**config.mk**
```make
export PLATFORM = sky130hd
export DESIGN_NAME = i2c_reg_bridge
export DESIGN_NICKNAME = d
export VERILOG_FILES = /design/src/rtl/i2cb_pkg.sv /design/src/rtl/i2cb_decode.sv /design/src/rtl/i2cb_bus_port.sv /design/src/rtl/i2c_reg_bridge.sv
export SDC_FILE = /design/constraint.sdc
export NUM_CORES = 1
export LEC_CHECK = 0
export BUFFER_PORTS_ARGS = -buffer_cell sky130_fd_sc_hd__buf_2
export CAP_MARGIN = 20
export CORE_MARGIN = 2
export CORE_UTILIZATION = 52
export DETAILED_ROUTE_END_ITERATION = 7
export GPL_ROUTABILITY_DRIVEN = 0
export PLACE_DENSITY = 0.77
export REMOVE_ABC_BUFFERS = 1
export SLEW_MARGIN = 20
export SYNTH_ARGS = -nofsm -noshare
export SYNTH_HDL_FRONTEND = slang
export SYNTH_SLANG_ARGS = --single-unit
```
**constraint.sdc**
```tcl
create_clock -name clk -period 4.1 [get_ports clk]
set_clock_uncertainty 0.15 [all_clocks]
set_input_delay 1.025 -clock clk [delete_from_list [all_inputs] [get_ports clk]]
set_output_delay 1.025 -clock clk [all_outputs]
set_load 0.1 [all_outputs]
```
**src/rtl/i2cb_pkg.sv**
```systemverilog
package i2cb_pkg;

    typedef enum logic [2:0] {
        EV_START_WR = 3'd0,
        EV_START_RD = 3'd1,
        EV_WR_BYTE  = 3'd2,
        EV_RD_BYTE  = 3'd3,
        EV_STOP     = 3'd4
    } ev_kind_e;

    typedef enum logic [1:0] {OP_NONE, OP_SEND, OP_RECV} op_e;

    typedef enum logic [2:0] {
        RK_BUS, RK_FIFO, RK_STS, RK_INTEN, RK_LOC, RK_CSUM, RK_INTCAP
    } reg_kind_e;

    localparam logic [7:0] IX_LOC     = 8'h00;
    localparam logic [7:0] IX_ACCESS  = 8'h04;
    localparam logic [7:0] IX_INTEN   = 8'h08;
    localparam logic [7:0] IX_INTCAP  = 8'h14;
    localparam logic [7:0] IX_STS     = 8'h18;
    localparam logic [7:0] IX_FIFO    = 8'h24;
    localparam logic [7:0] IX_IFCAP   = 8'h30;
    localparam logic [7:0] IX_CSUMEN  = 8'h40;
    localparam logic [7:0] IX_CSUMGET = 8'h44;
    localparam logic [7:0] IX_DEVID   = 8'h48;
    localparam logic [7:0] IX_REV     = 8'h4C;

    localparam logic [11:0] OFF_STS  = 12'h018;
    localparam logic [11:0] OFF_FIFO = 12'h024;

    typedef struct packed {
        logic        hit;
        reg_kind_e   kind;
        logic [11:0] offset;
        logic [1:0]  sub;
    } reg_map_t;

endpackage

```
**src/rtl/i2cb_decode.sv**
```systemverilog
module i2cb_decode
    import i2cb_pkg::*;
#(
    parameter logic [11:0] CSUM_GET_OFF = 12'h080
) (
    input  logic [7:0] idx,
    output reg_map_t   map
);
    always_comb begin
        map = '{hit: 1'b1, kind: RK_BUS, offset: 12'h000, sub: 2'd0};
        if (idx[7:2] == IX_STS[7:2]) begin
            map.kind   = RK_STS;
            map.offset = OFF_STS;
            map.sub    = idx[1:0];
        end else begin
            unique case (idx)
                IX_LOC:     map.kind = RK_LOC;
                IX_ACCESS:  map.offset = 12'h000;
                IX_INTEN:   begin map.kind = RK_INTEN; map.offset = 12'h008; end
                IX_INTCAP:  map.kind = RK_INTCAP;
                IX_FIFO:    begin map.kind = RK_FIFO; map.offset = OFF_FIFO; end
                IX_IFCAP:   map.offset = 12'h014;
                IX_CSUMEN:  map.kind = RK_CSUM;
                IX_CSUMGET: map.offset = CSUM_GET_OFF;
                IX_DEVID:   map.offset = 12'hF00;
                IX_REV:     map.offset = 12'hF04;
                default:    map.hit = 1'b0;
            endcase
        end
    end
endmodule

```
**src/rtl/i2cb_bus_port.sv**
```systemverilog
module i2cb_bus_port #(
    parameter int ADDR_W = 16
) (
    input  logic              clk,
    input  logic              rst_n,
    input  logic              launch,
    input  logic              l_we,
    input  logic [ADDR_W-1:0] l_addr,
    input  logic [31:0]       l_wdata,
    input  logic [2:0]        l_size,
    input  logic              bus_done,
    output logic              bus_req,
    output logic              bus_we,
    output logic [ADDR_W-1:0] bus_addr,
    output logic [31:0]       bus_wdata,
    output logic [2:0]        bus_size
);
    always_ff @(posedge clk or negedge rst_n) begin
        if (!rst_n) begin
            bus_req   <= 1'b0;
            bus_we    <= 1'b0;
            bus_addr  <= '0;
            bus_wdata <= '0;
            bus_size  <= 3'd0;
        end else if (launch) begin
            bus_req   <= 1'b1;
            bus_we    <= l_we;
            bus_addr  <= l_addr;
            bus_wdata <= l_wdata;
            bus_size  <= l_size;
        end else if (bus_done) begin
            bus_req   <= 1'b0;
        end
    end
endmodule

```
**src/rtl/i2c_reg_bridge.sv**
```systemverilog
module i2c_reg_bridge
    import i2cb_pkg::*;
#(
    parameter int          ADDR_W       = 16,
    parameter int          LOC_SHIFT    = 12,
    parameter int          NUM_LOC      = 5,
    parameter logic [31:0] STS_WMASK    = 32'h0C00_00EE,
    parameter logic [31:0] INT_MASK     = 32'h8000_0087,
    parameter logic [11:0] CSUM_GET_OFF = 12'h080
) (
    input  logic              clk,
    input  logic              rst_n,
    input  logic              ev_valid,
    input  logic [2:0]        ev_kind,
    input  logic [7:0]        ev_wdata,
    output logic              ev_ready,
    output logic              ev_done,
    output logic              ev_nak,
    output logic [7:0]        ev_rdata,
    output logic              bus_req,
    output logic              bus_we,
    output logic [ADDR_W-1:0] bus_addr,
    output logic [31:0]       bus_wdata,
    output logic [2:0]        bus_size,
    input  logic [31:0]       bus_rdata,
    input  logic              bus_done
);
    localparam int          LOC_W     = (NUM_LOC > 1) ? $clog2(NUM_LOC) : 1;
    localparam int          BUF_N     = 5;
    localparam int          CNT_W     = $clog2(BUF_N + 1);
    localparam logic [31:0] STS_RMASK = 32'h03FF_FFFF;

    typedef enum logic {ST_IDLE, ST_WAIT} state_e;
    typedef enum logic [1:0] {PD_FIFO_WR, PD_COMMIT, PD_FETCH, PD_FIFO_RD} pend_e;

    state_e            state_q, state_d;
    op_e               op_q, op_d;
    pend_e             pend_q, pend_d;
    logic [CNT_W-1:0]  cnt_q, cnt_d;
    logic [7:0]        buf_q [BUF_N];
    logic [7:0]        buf_d [BUF_N];
    logic [LOC_W-1:0]  loc_q, loc_d;
    logic              csum_q, csum_d;
    logic              done_q, done_d, nak_q, nak_d;
    logic [7:0]        rdata_q, rdata_d;
    logic              clear_txn, load_fetch;

    logic              launch, l_we;
    logic [ADDR_W-1:0] l_addr, base_addr, cm_addr;
    logic [31:0]       l_wdata, cm_wdata, wr_word, fetch_word;
    logic [2:0]        l_size, cm_size;
    logic [4:0]        sub_sh;
    logic [7:0]        dec_idx;
    reg_map_t          dm;
    ev_kind_e          kind;

    assign kind    = ev_kind_e'(ev_kind);
    assign dec_idx = (state_q == ST_IDLE && kind == EV_WR_BYTE && cnt_q == '0)
                     ? ev_wdata : buf_q[0];

    i2cb_decode #(.CSUM_GET_OFF(CSUM_GET_OFF)) u_dec (.idx(dec_idx), .map(dm));

    assign base_addr = ADDR_W'(dm.offset) + (ADDR_W'(loc_q) << LOC_SHIFT);
    assign wr_word   = {buf_q[4], buf_q[3], buf_q[2], buf_q[1]};
    assign sub_sh    = {dm.sub, 3'b000};

    // Commit word for a buffered write at stop
    always_comb begin
        cm_addr  = base_addr;
        cm_size  = 3'd4;
        cm_wdata = wr_word;
        unique case (dm.kind)
            RK_STS: begin
                cm_addr  = base_addr + ADDR_W'(dm.sub);
                cm_size  = (dm.sub == 2'd0) ? 3'd4 : 3'd1;
                cm_wdata = wr_word & (STS_WMASK >> sub_sh);
            end
            RK_INTEN: cm_wdata = wr_word & INT_MASK;
            default:  cm_wdata = wr_word;
        endcase
    end

    // Value cached on the first read of a register
    always_comb begin
        unique case (dm.kind)
            RK_LOC:    fetch_word = 32'(loc_q);
            RK_CSUM:   fetch_word = {31'b0, csum_q};
            RK_INTCAP: fetch_word = INT_MASK;
            RK_FIFO:   fetch_word = {24'b0, bus_rdata[7:0]};
            RK_STS:    fetch_word = (bus_rdata & STS_RMASK) >> sub_sh;
            default:   fetch_word = bus_rdata;
        endcase
    end

    // Next-state and output logic
    always_comb begin
        state_d = state_q; op_d = op_q; pend_d = pend_q; cnt_d = cnt_q;
        buf_d = buf_q; loc_d = loc_q; csum_d = csum_q;
        done_d = 1'b0; nak_d = nak_q; rdata_d = rdata_q;
        clear_txn = 1'b0; load_fetch = 1'b0;
        launch = 1'b0; l_we = 1'b0; l_addr = base_addr; l_wdata = '0; l_size = 3'd4;
        unique case (state_q)
            ST_IDLE: if (ev_valid) begin
                nak_d = 1'b0;
                unique case (kind)
                    EV_START_WR: begin clear_txn = 1'b1; done_d = 1'b1; end
                    EV_WR_BYTE: begin
                        if ((cnt_q == '0 && !dm.hit) || cnt_q >= CNT_W'(BUF_N)) begin
                            nak_d = 1'b1; done_d = 1'b1;
                        end else begin
                            op_d = OP_SEND;
                            if (cnt_q != '0 && dm.kind == RK_FIFO) begin
                                launch = 1'b1; l_we = 1'b1; l_size = 3'd1;
                                l_wdata = {24'b0, ev_wdata};
                                pend_d = PD_FIFO_WR; state_d = ST_WAIT;
                            end else begin
                                buf_d[cnt_q] = ev_wdata;
                                cnt_d = cnt_q + 1'b1; done_d = 1'b1;
                            end
                        end
                    end
                    EV_RD_BYTE: begin
                        if (op_q == OP_RECV) begin
                            if (dm.kind == RK_FIFO) begin
                                launch = 1'b1; l_size = 3'd1;
                                pend_d = PD_FIFO_RD; state_d = ST_WAIT;
                            end else begin
                                rdata_d = (cnt_q < CNT_W'(BUF_N)) ? buf_q[cnt_q] : 8'h00;
                                if (cnt_q < CNT_W'(BUF_N)) cnt_d = cnt_q + 1'b1;
                                done_d = 1'b1;
                            end
                        end else if (op_q == OP_SEND && cnt_q < CNT_W'(2)) begin
                            op_d = OP_RECV;
                            if (dm.kind == RK_LOC || dm.kind == RK_CSUM || dm.kind == RK_INTCAP) begin
                                load_fetch = 1'b1; done_d = 1'b1;
                            end else begin
                                launch = 1'b1;
                                l_size = (dm.kind == RK_FIFO) ? 3'd1 : 3'd4;
                                pend_d = PD_FETCH; state_d = ST_WAIT;
                            end
                        end else begin
                            op_d = OP_RECV; rdata_d = 8'h00; done_d = 1'b1;
                        end
                    end
                    EV_STOP: begin
                        if (op_q != OP_SEND) begin
                            clear_txn = 1'b1; done_d = 1'b1;
                        end else if (cnt_q > CNT_W'(1)) begin
                            unique case (dm.kind)
                                RK_CSUM: begin csum_d = buf_q[1][0]; clear_txn = 1'b1; done_d = 1'b1; end
                                RK_LOC: begin
                                    if (buf_q[1] < 8'(NUM_LOC)) loc_d = LOC_W'(buf_q[1]);
                                    clear_txn = 1'b1; done_d = 1'b1;
                                end
                                RK_FIFO, RK_INTCAP: begin clear_txn = 1'b1; done_d = 1'b1; end
                                default: begin
                                    launch = 1'b1; l_we = 1'b1; l_addr = cm_addr;
                                    l_wdata = cm_wdata; l_size = cm_size;
                                    pend_d = PD_COMMIT; state_d = ST_WAIT;
                                end
                            endcase
                        end else begin
                            done_d = 1'b1;
                        end
                    end
                    default: done_d = 1'b1;
                endcase
            end
            ST_WAIT: if (bus_done) begin
                state_d = ST_IDLE; done_d = 1'b1;
                unique case (pend_q)
                    PD_COMMIT:  clear_txn = 1'b1;
                    PD_FETCH:   load_fetch = 1'b1;
                    PD_FIFO_RD: rdata_d = bus_rdata[7:0];
                    default:    nak_d = 1'b0;
                endcase
            end
            default: state_d = ST_IDLE;
        endcase
        if (load_fetch) begin
            for (int i = 1; i < BUF_N; i++) buf_d[i] = fetch_word[8*(i-1) +: 8];
            rdata_d = fetch_word[7:0];
            cnt_d   = CNT_W'(2);
        end
        if (clear_txn) begin
            op_d  = OP_NONE;
            cnt_d = '0;
            for (int i = 0; i < BUF_N; i++) buf_d[i] = 8'h00;
        end
    end

    // State register
    always_ff @(posedge clk or negedge rst_n) begin
        if (!rst_n) begin
            state_q <= ST_IDLE; op_q <= OP_NONE; pend_q <= PD_FIFO_WR;
            cnt_q <= '0; loc_q <= '0; csum_q <= 1'b0;
            done_q <= 1'b0; nak_q <= 1'b0; rdata_q <= 8'h00;
            for (int i = 0; i < BUF_N; i++) buf_q[i] <= 8'h00;
        end else begin
            state_q <= state_d; op_q <= op_d; pend_q <= pend_d;
            cnt_q <= cnt_d; loc_q <= loc_d; csum_q <= csum_d;
            done_q <= done_d; nak_q <= nak_d; rdata_q <= rdata_d;
            for (int i = 0; i < BUF_N; i++) buf_q[i] <= buf_d[i];
        end
    end

    i2cb_bus_port #(.ADDR_W(ADDR_W)) u_port (
        .clk(clk), .rst_n(rst_n), .launch(launch), .l_we(l_we), .l_addr(l_addr),
        .l_wdata(l_wdata), .l_size(l_size), .bus_done(bus_done),
        .bus_req(bus_req), .bus_we(bus_we), .bus_addr(bus_addr),
        .bus_wdata(bus_wdata), .bus_size(bus_size)
    );

    assign ev_ready = (state_q == ST_IDLE);
    assign ev_done  = done_q;
    assign ev_nak   = nak_q;
    assign ev_rdata = rdata_q;

endmodule

```
==> summary.txt, run 1 <==
Clock network
  • Clock buffer depth: 2
  • Htree depth: 3
  • Post-CTS Setup Bufs: 0
  • Root Driver: clkbuf_16
  • Clock sinks: approximately 110
  • Skew-Pair Late Insertion Delay: 370 ps
  • CTS tree: yes
  • CTS resizes: 0
  • Hold buffer count at CTS: 0
  • Clock transition at path regs: approximately 80 ps
  • CTS buffer count: 9

Floorplan
  • Die area: roughly 15000 sq um
  • Die Width: 122.3 um
  • Die height: 122.3 um
  • Core footprint: between 10000 and 15000 sq um
  • Starting density of the core: 0.5288
  • # rows: between 40 and 50
  • Top Ports: around 110

Cells and area
  • Final Instance Area: 8785 sq um
  • FILL cells: 1154
  • Share of layout cells above drive strength 1: 0.3204
  • # diodes: 0
  • Cell Count, Final, Fillers Out: 1107
  • Nets@finish: a little under 1000
  • Area Overhead vs Synth: 20.62%

Logic synthesis
  • Synth unique cells: a little over 90
  • EDFF count, synth: 0
  • Largest family of logic cells by synthesized area: compound AO/OA/AOI/OAI gates
  • Commonest cells in the netlist: 109 x dfrtp_1, 90 x nand2_1, 39 x nor2_1
  • Seq/Total Area, Yosys: 0.3745
  • Post-synth ARST share: 1.000
  • Post-synthesis mux area share: 0.07370
  • Complex-gate fraction of the synthesized area: 0.2847
  • Synth top area cells: dfrtp_1 37%, nand2_1 4.6%, a22o_1 3.2%
  • Yosys top cell area share: 0.3745
  • Yosys reg bits: ~110
  • Post-Synthesis Cells: approximately 770
  • Post-Synth Adder-Cell Area: 0.01374
  • Synthesized area per cell: 9.483 sq um
  • Synth Flop Type: dfrtp_1
  • Simple-Gate Fraction of Synth Area: 0.1874
  • Syn. warnings: 0
  • Area leader, netlist: dfrtp_1
  • Most frequent cell after synthesis: dfrtp_1
  • Xor/xnor share of the synthesized area: 0.002405
  • Mapped cell area: between 7000 and 8000 sq um

Timing
  • Final period util: 0.9617
  • Peak Freq: around 0.25 GHz
  • Slew Limit Headroom: 0.4872
  • Endpoints failing setup: 0
  • Min Tclk post-route: between 3000 and 4000 ps
  • Final Hold Fails: 0
  • RSZ-0062 raised after global routing: no
  • Slew Limit Fails: 0
  • Slew @ Worst Pin: roughly 760 ps

Worst setup path
  • R2r setup slk: 210 ps
  • Max incr delay on CP: between 700 and 800 ps
  • Reg-to-reg endpoint: u_port.bus_wdata[13]
  • Critical path's slowest cell: and3_1
  • CP endpoint kind: flop
  • WP data arrival: between 4000 and 5000 ps
  • R2R depth: 10
  • Startpoint types: primary input
  • Critical path launch point: ev_kind[0]
  • Critical path peak fanout: 17
  • Crit Path Class: primary input to flop
  • CP Cell Sequence: buf_2, nor3b_2, a2111oi_0, a31oi_1, buf_4, nand3_1, nor2_1, and3_1, a22o_1
  • Worst path required time: between 4000 and 5000 ps
  • Crit Reg-Reg Startpoint: cnt_q[0]
  • Critical Path Sink: u_port.bus_wdata[13]

Place
  • Port Buffers: roughly 110
  • Post-Place Cells: approximately 1100
  • Placed cell area: between 8000 and 9000 sq um
  • DP HPWL: 18850 um

Global route
  • All-Layer GR Usage: 0.3432
  • Initial antenna violation count: 0
  • Largest net degree at the start of global routing: 61
  • Vias in the first global route: approximately 7000
  • Global route total overflow: 0
  • First-pass GRT wire length: about 38000 um

Power and ir drop
  • Cell Pwr Density: roughly 670 nW/um^2
  • P_leak: between 0.004 and 0.005 uW
  • Max IR drop VDD: between 0.3 and 0.4 mV
  • Total power: around 5800 uW

Route
  • Post-Route WL: roughly 25000 um
  • Routed len/inst: between 20 and 25 um
  • Drt via density: 6.705
  • Drt first pass iters: 8
  • Met3 WL post-DR: about 3300 um
  • Top Metal Used: met4
  • DRT met1 WL: just under 10000 um
  • Post-route DRC: 0
  • Met2 wire len: around 11000 um
  • Vias: approximately 7400
  • DRT iter0 DRCs: 1143
  • Final ANT Viol Nets: 0

Job
  • Max Cap Violations: 0

Hold path
  • Worst hold-check path type: flop to flop
  • Worst hold stages: 2

Run status
  • Status: complete, no violations
area by class of cell:
class / instances / area (sq um) / share of cell area
clock buffer: 10 / 239.0 / 0.02720
clock inverter: 6 / 68.82 / 0.007834
inverter: 21 / 78.83 / 0.008973
multi-input combinational: 578 / 4111 / 0.4680
sequential: 109 / 2728 / 0.3105
tap: 180 / 225.2 / 0.02564
timing repair buffer: 203 / 1334 / 0.1518
flip-flops by register name, indices dropped and copies added (netlist names):
name	flops
buf_q	40
cnt_q	3
csum_q	1
ev_done	1
ev_nak	1
ev_rdata	8
loc_q	3
op_q	2
pend_q	2
state_q	1
u_port.bus_addr	11
u_port.bus_req	1
u_port.bus_size	2
u_port.bus_wdata	32
u_port.bus_we	1
metal layers:
metal / GRT usage / vias to the layer above
li1: - / 3244
met1: 0.4741 / 3530
met2: 0.5146 / 540
met3: 0.07481 / 108
met4: 0.1609 / 0
met5: 0 / -
power by group:
part           total, uW  leakage, uW  switching [uW]  internal [uW]
combinational       3270      0.00248            2130           1140
sequential          1650      0.00145             296           1350
clock                925     0.000149             430            495
through the flow:
step	util	hold slack, ps	setup TNS (ps)	setup slack, ps
after detailed placement	0.6155	318.9	-2163	-87.34
after global placement	0.6155	310.9	-314.6	-35.51
after CTS	0.6378	336.2	0	283.8
after floorplan	-	330.6	-85010	-1317
final	0.6378	335.3	0	156.8
after global routing	0.6378	346.0	0	46.46
kinds of logic (layout without fill, tap and decap cells):
group | count (synthesis) | after routing
fa+ha+maj | 8 | 8
other cells | 1 | 3
compound gates | 258 | 258
buf+inv | 83 | 240
flops | 109 | 109
mux | 44 | 44
xor+xnor | 2 | 2
simple gates | 263 | 263
critical path, delay by kind of cell:
family / cells / cell delay [ps]
and+or+nand+nor: 4 / 1970
AOI/OAI and AO/OA: 3 / 770
buffers and inverters: 2 / 320
worst min path at each step:
| stage | start | endpoint | slack [ps] |
|---|---|---|---|
| finish | ev_rdata[4] | ev_rdata[4] | 340 |
| global route | ev_rdata[5] | ev_rdata[5] | 350 |
| CTS | ev_rdata[5] | ev_rdata[5] | 340 |
| detailed placement | ev_rdata[5] | ev_rdata[5] | 320 |
| global placement | ev_rdata[4] | ev_rdata[4] | 310 |
| floorplan | csum_q | csum_q | 330 |
layout by cell type (no fill, tap or decap), types with 9 or more instances in the layout:
cell / synthesis / layout
nor2b_1: 12 / 12
nor2_1: 39 / 39
a21oi_1: 29 / 29
o21ai_0: 38 / 38
inv_1: 21 / 21
nand3_1: 27 / 27
dfrtp_1: 109 / 109
buf_4: 8 / 91
nor3_1: 16 / 16
nand4_1: 12 / 12
clkbuf_16: 0 / 9
a221oi_1: 9 / 9
mux2_2: 17 / 17
o2bb2ai_1: 9 / 9
buf_2: 16 / 106
o31ai_1: 14 / 14
a22o_1: 27 / 27
nand2_1: 90 / 90
a2bb2oi_1: 10 / 10
mux2i_1: 21 / 21
nor4_1: 13 / 13
o22ai_1: 14 / 14
o211ai_1: 13 / 13
No activity file was read; power rests on OpenSTA's default activity.
==> run 2, diff against run 1 <==
CELL_PAD_IN_SITES_DETAIL_PLACEMENT = 1   (was not set)
CELL_PAD_IN_SITES_GLOBAL_PLACEMENT = 1   (was not set)
CORE_UTILIZATION = 40   (was 52)
PLACE_DENSITY = not set   (was 0.77)
PLACE_DENSITY_LB_ADDON = 0.1   (was not set)
==> run 2 against run 1 <==
Register-to-register slack improved by 60 ps; first-iteration DRC count decreased by 42%; via count increased by 0.75%; critical path type unchanged; critical endpoint is now u_port.bus_addr[2]; largest cell class unchanged.
==> summary.txt, run 2 (same netlist as run 1, synthesis figures left out) <==
Global route
  • Global route total overflow: 0
  • First-pass GRT wire length: roughly 47000 um
  • Initial antenna violation count: 1
  • All-Layer GR Usage: 0.3173
  • Vias in the first global route: roughly 7900
  • Largest net degree at the start of global routing: 67

Route
  • Routed len/inst: approximately 26 um
  • Vias: around 7500
  • Post-route DRC: 0
  • Final ANT Viol Nets: 0
  • DRT iter0 DRCs: approximately 660
  • Post-Route WL: a little over 30000 um
  • Drt via density: between 6 and 7
  • Drt first pass iters: 5

Timing
  • Slew Limit Fails: 0
  • Final period util: 0.9693
  • Final Hold Fails: 0
  • Min Tclk post-route: just under 4000 ps
  • Endpoints failing setup: 0
  • RSZ-0062 raised after global routing: no
  • Peak Freq: about 0.25 GHz
  • Slew @ Worst Pin: 784.9 ps
  • Slew Limit Headroom: 0.4748

Worst setup path
  • WP data arrival: roughly 4000 ps
  • Crit Path Class: primary input to flop
  • CP endpoint kind: flop
  • Worst path required time: ~4200 ps
  • Startpoint types: primary input
  • Critical path peak fanout: 14

Hold path
  • Worst hold-check path type: flop to flop

Cells and area
  • Max reg flops: 40
  • Share of layout cells above drive strength 1: 0.3255
  • Final Instance Area: 8859 sq um
  • Commonest non-fill, non-tap cell in the layout: dfrtp_1
  • Biggest register: buf_q
  • Top flop regs: buf_q x40, u_port.bus_wdata x32, u_port.bus_addr x11
  • Nets@finish: between 900 and 1000
  • Area Overhead vs Synth: 21.63%
  • Cell Count, Final, Fillers Out: around 1200
  • FILL cells: about 2100
  • # diodes: 0
  • Most frequent cells in the layout: 109 x dfrtp_1, 106 x buf_2, 97 x buf_4

Place
  • DP HPWL: approximately 23000 um
  • Port Buffers: 107
  • Post-Place Cells: ~1100
  • Placed cell area: 8563 sq um

Floorplan
  • Core footprint: 17900 sq um
  • # rows: just under 50
  • Die Width: between 100 and 150 um
  • Starting density of the core: 0.4068
  • Die height: roughly 140 um
  • Top Ports: around 110
  • Die area: between 15000 and 20000 sq um

Clock network
  • Clock sinks: 109
  • CTS tree: yes
  • Skew-Pair Late Insertion Delay: between 300 and 400 ps
  • CTS buffer count: 9
  • Root Driver: clkbuf_16
  • Post-CTS Setup Bufs: 0
  • Clock transition at path regs: roughly 80 ps
  • Htree depth: 3
  • Clock buffer depth: 2
  • Hold buffer count at CTS: 0

Power and ir drop
  • Max IR drop VDD: ~0.35 mV
  • Cell Pwr Density: roughly 660 nW/um^2
  • P_leak: slightly above 0.004 uW

Run status
  • Status: complete, no violations

Job
  • Max Cap Violations: 0
[run 2: repair_timing]
item | 4_1_cts | 5_1_grt
endpoints found under the hold margin | 0 | 0
resized for setup | 0 | 5
endpoints found under the setup margin | 0 | 87
[run 2: cell type report]
class,count,area [sq um],area share
Inverter,21,78.83,0.008898
Sequential cell,109,2728,0.3079
Timing Repair Buffer,208,1359,0.1534
Clock buffer,9,225.2,0.02542
Clock inverter,6,48.80,0.005508
Multi-Input combinational cell,578,4133,0.4665
Tap cell,229,286.5,0.03234
[run 2: layer usage]
layer  GRT usage  routed length [um]
met5           0                   0
met4      0.1404                1325
met3     0.04558                2386
met2      0.5032               13830
met1      0.4338               12740
[run 2: through the flow]
step	setup TNS [ps]	worst slack, ps	hold WS, ps	total power (uW)	utilization
2_1_floorplan	-85010	-1317	330.6	3628	-
3_3_place_gp	-4623	-106.6	308.9	4822	0.4783
3_5_place_dp	-14830	-251.1	318.5	4897	0.4783
4_1_cts	0	87.32	336.8	5769	0.4936
5_1_grt	0	3.558	364.9	6084	0.4948
6_report	0	126.0	328.4	5827	0.4948
[run 2: critical path, stage by stage]
cell     delay, ps
buf_2          110
or4b_2         710
or4_4          450
and2_2         200
nand2_1        100
ha_1           190
inv_1           70
a21oi_2        200
nor3_2          90
o21a_1         240
a21oi_4        170
buf_12         170
mux2_2         340
[run 2: final timing paths]
check / from / endpoint / slack [ps] / cells past startpoint
setup / recovery: ev_wdata[0] / u_port.bus_addr[2] / 130 / 13
hold / removal: ev_rdata[6] / ev_rdata[6] / 330 / 2
setup reg to reg: cnt_q[0] / u_port.bus_addr[2] / 270 / 14
hold reg to reg: ev_rdata[6] / ev_rdata[6] / 330 / 2
max in group asynchronous: rst_n / buf_q[21] / 2500 / 2
min in group asynchronous: rst_n / u_port.bus_size[2] / 510 / 1
[run 2: where the power goes]
part	switching, uW	internal [uW]	leakage (uW)	total, uW
sequential	323	1350	0.00145	1670
clock	439	416	0.000130	856
combinational	2200	1100	0.00251	3300
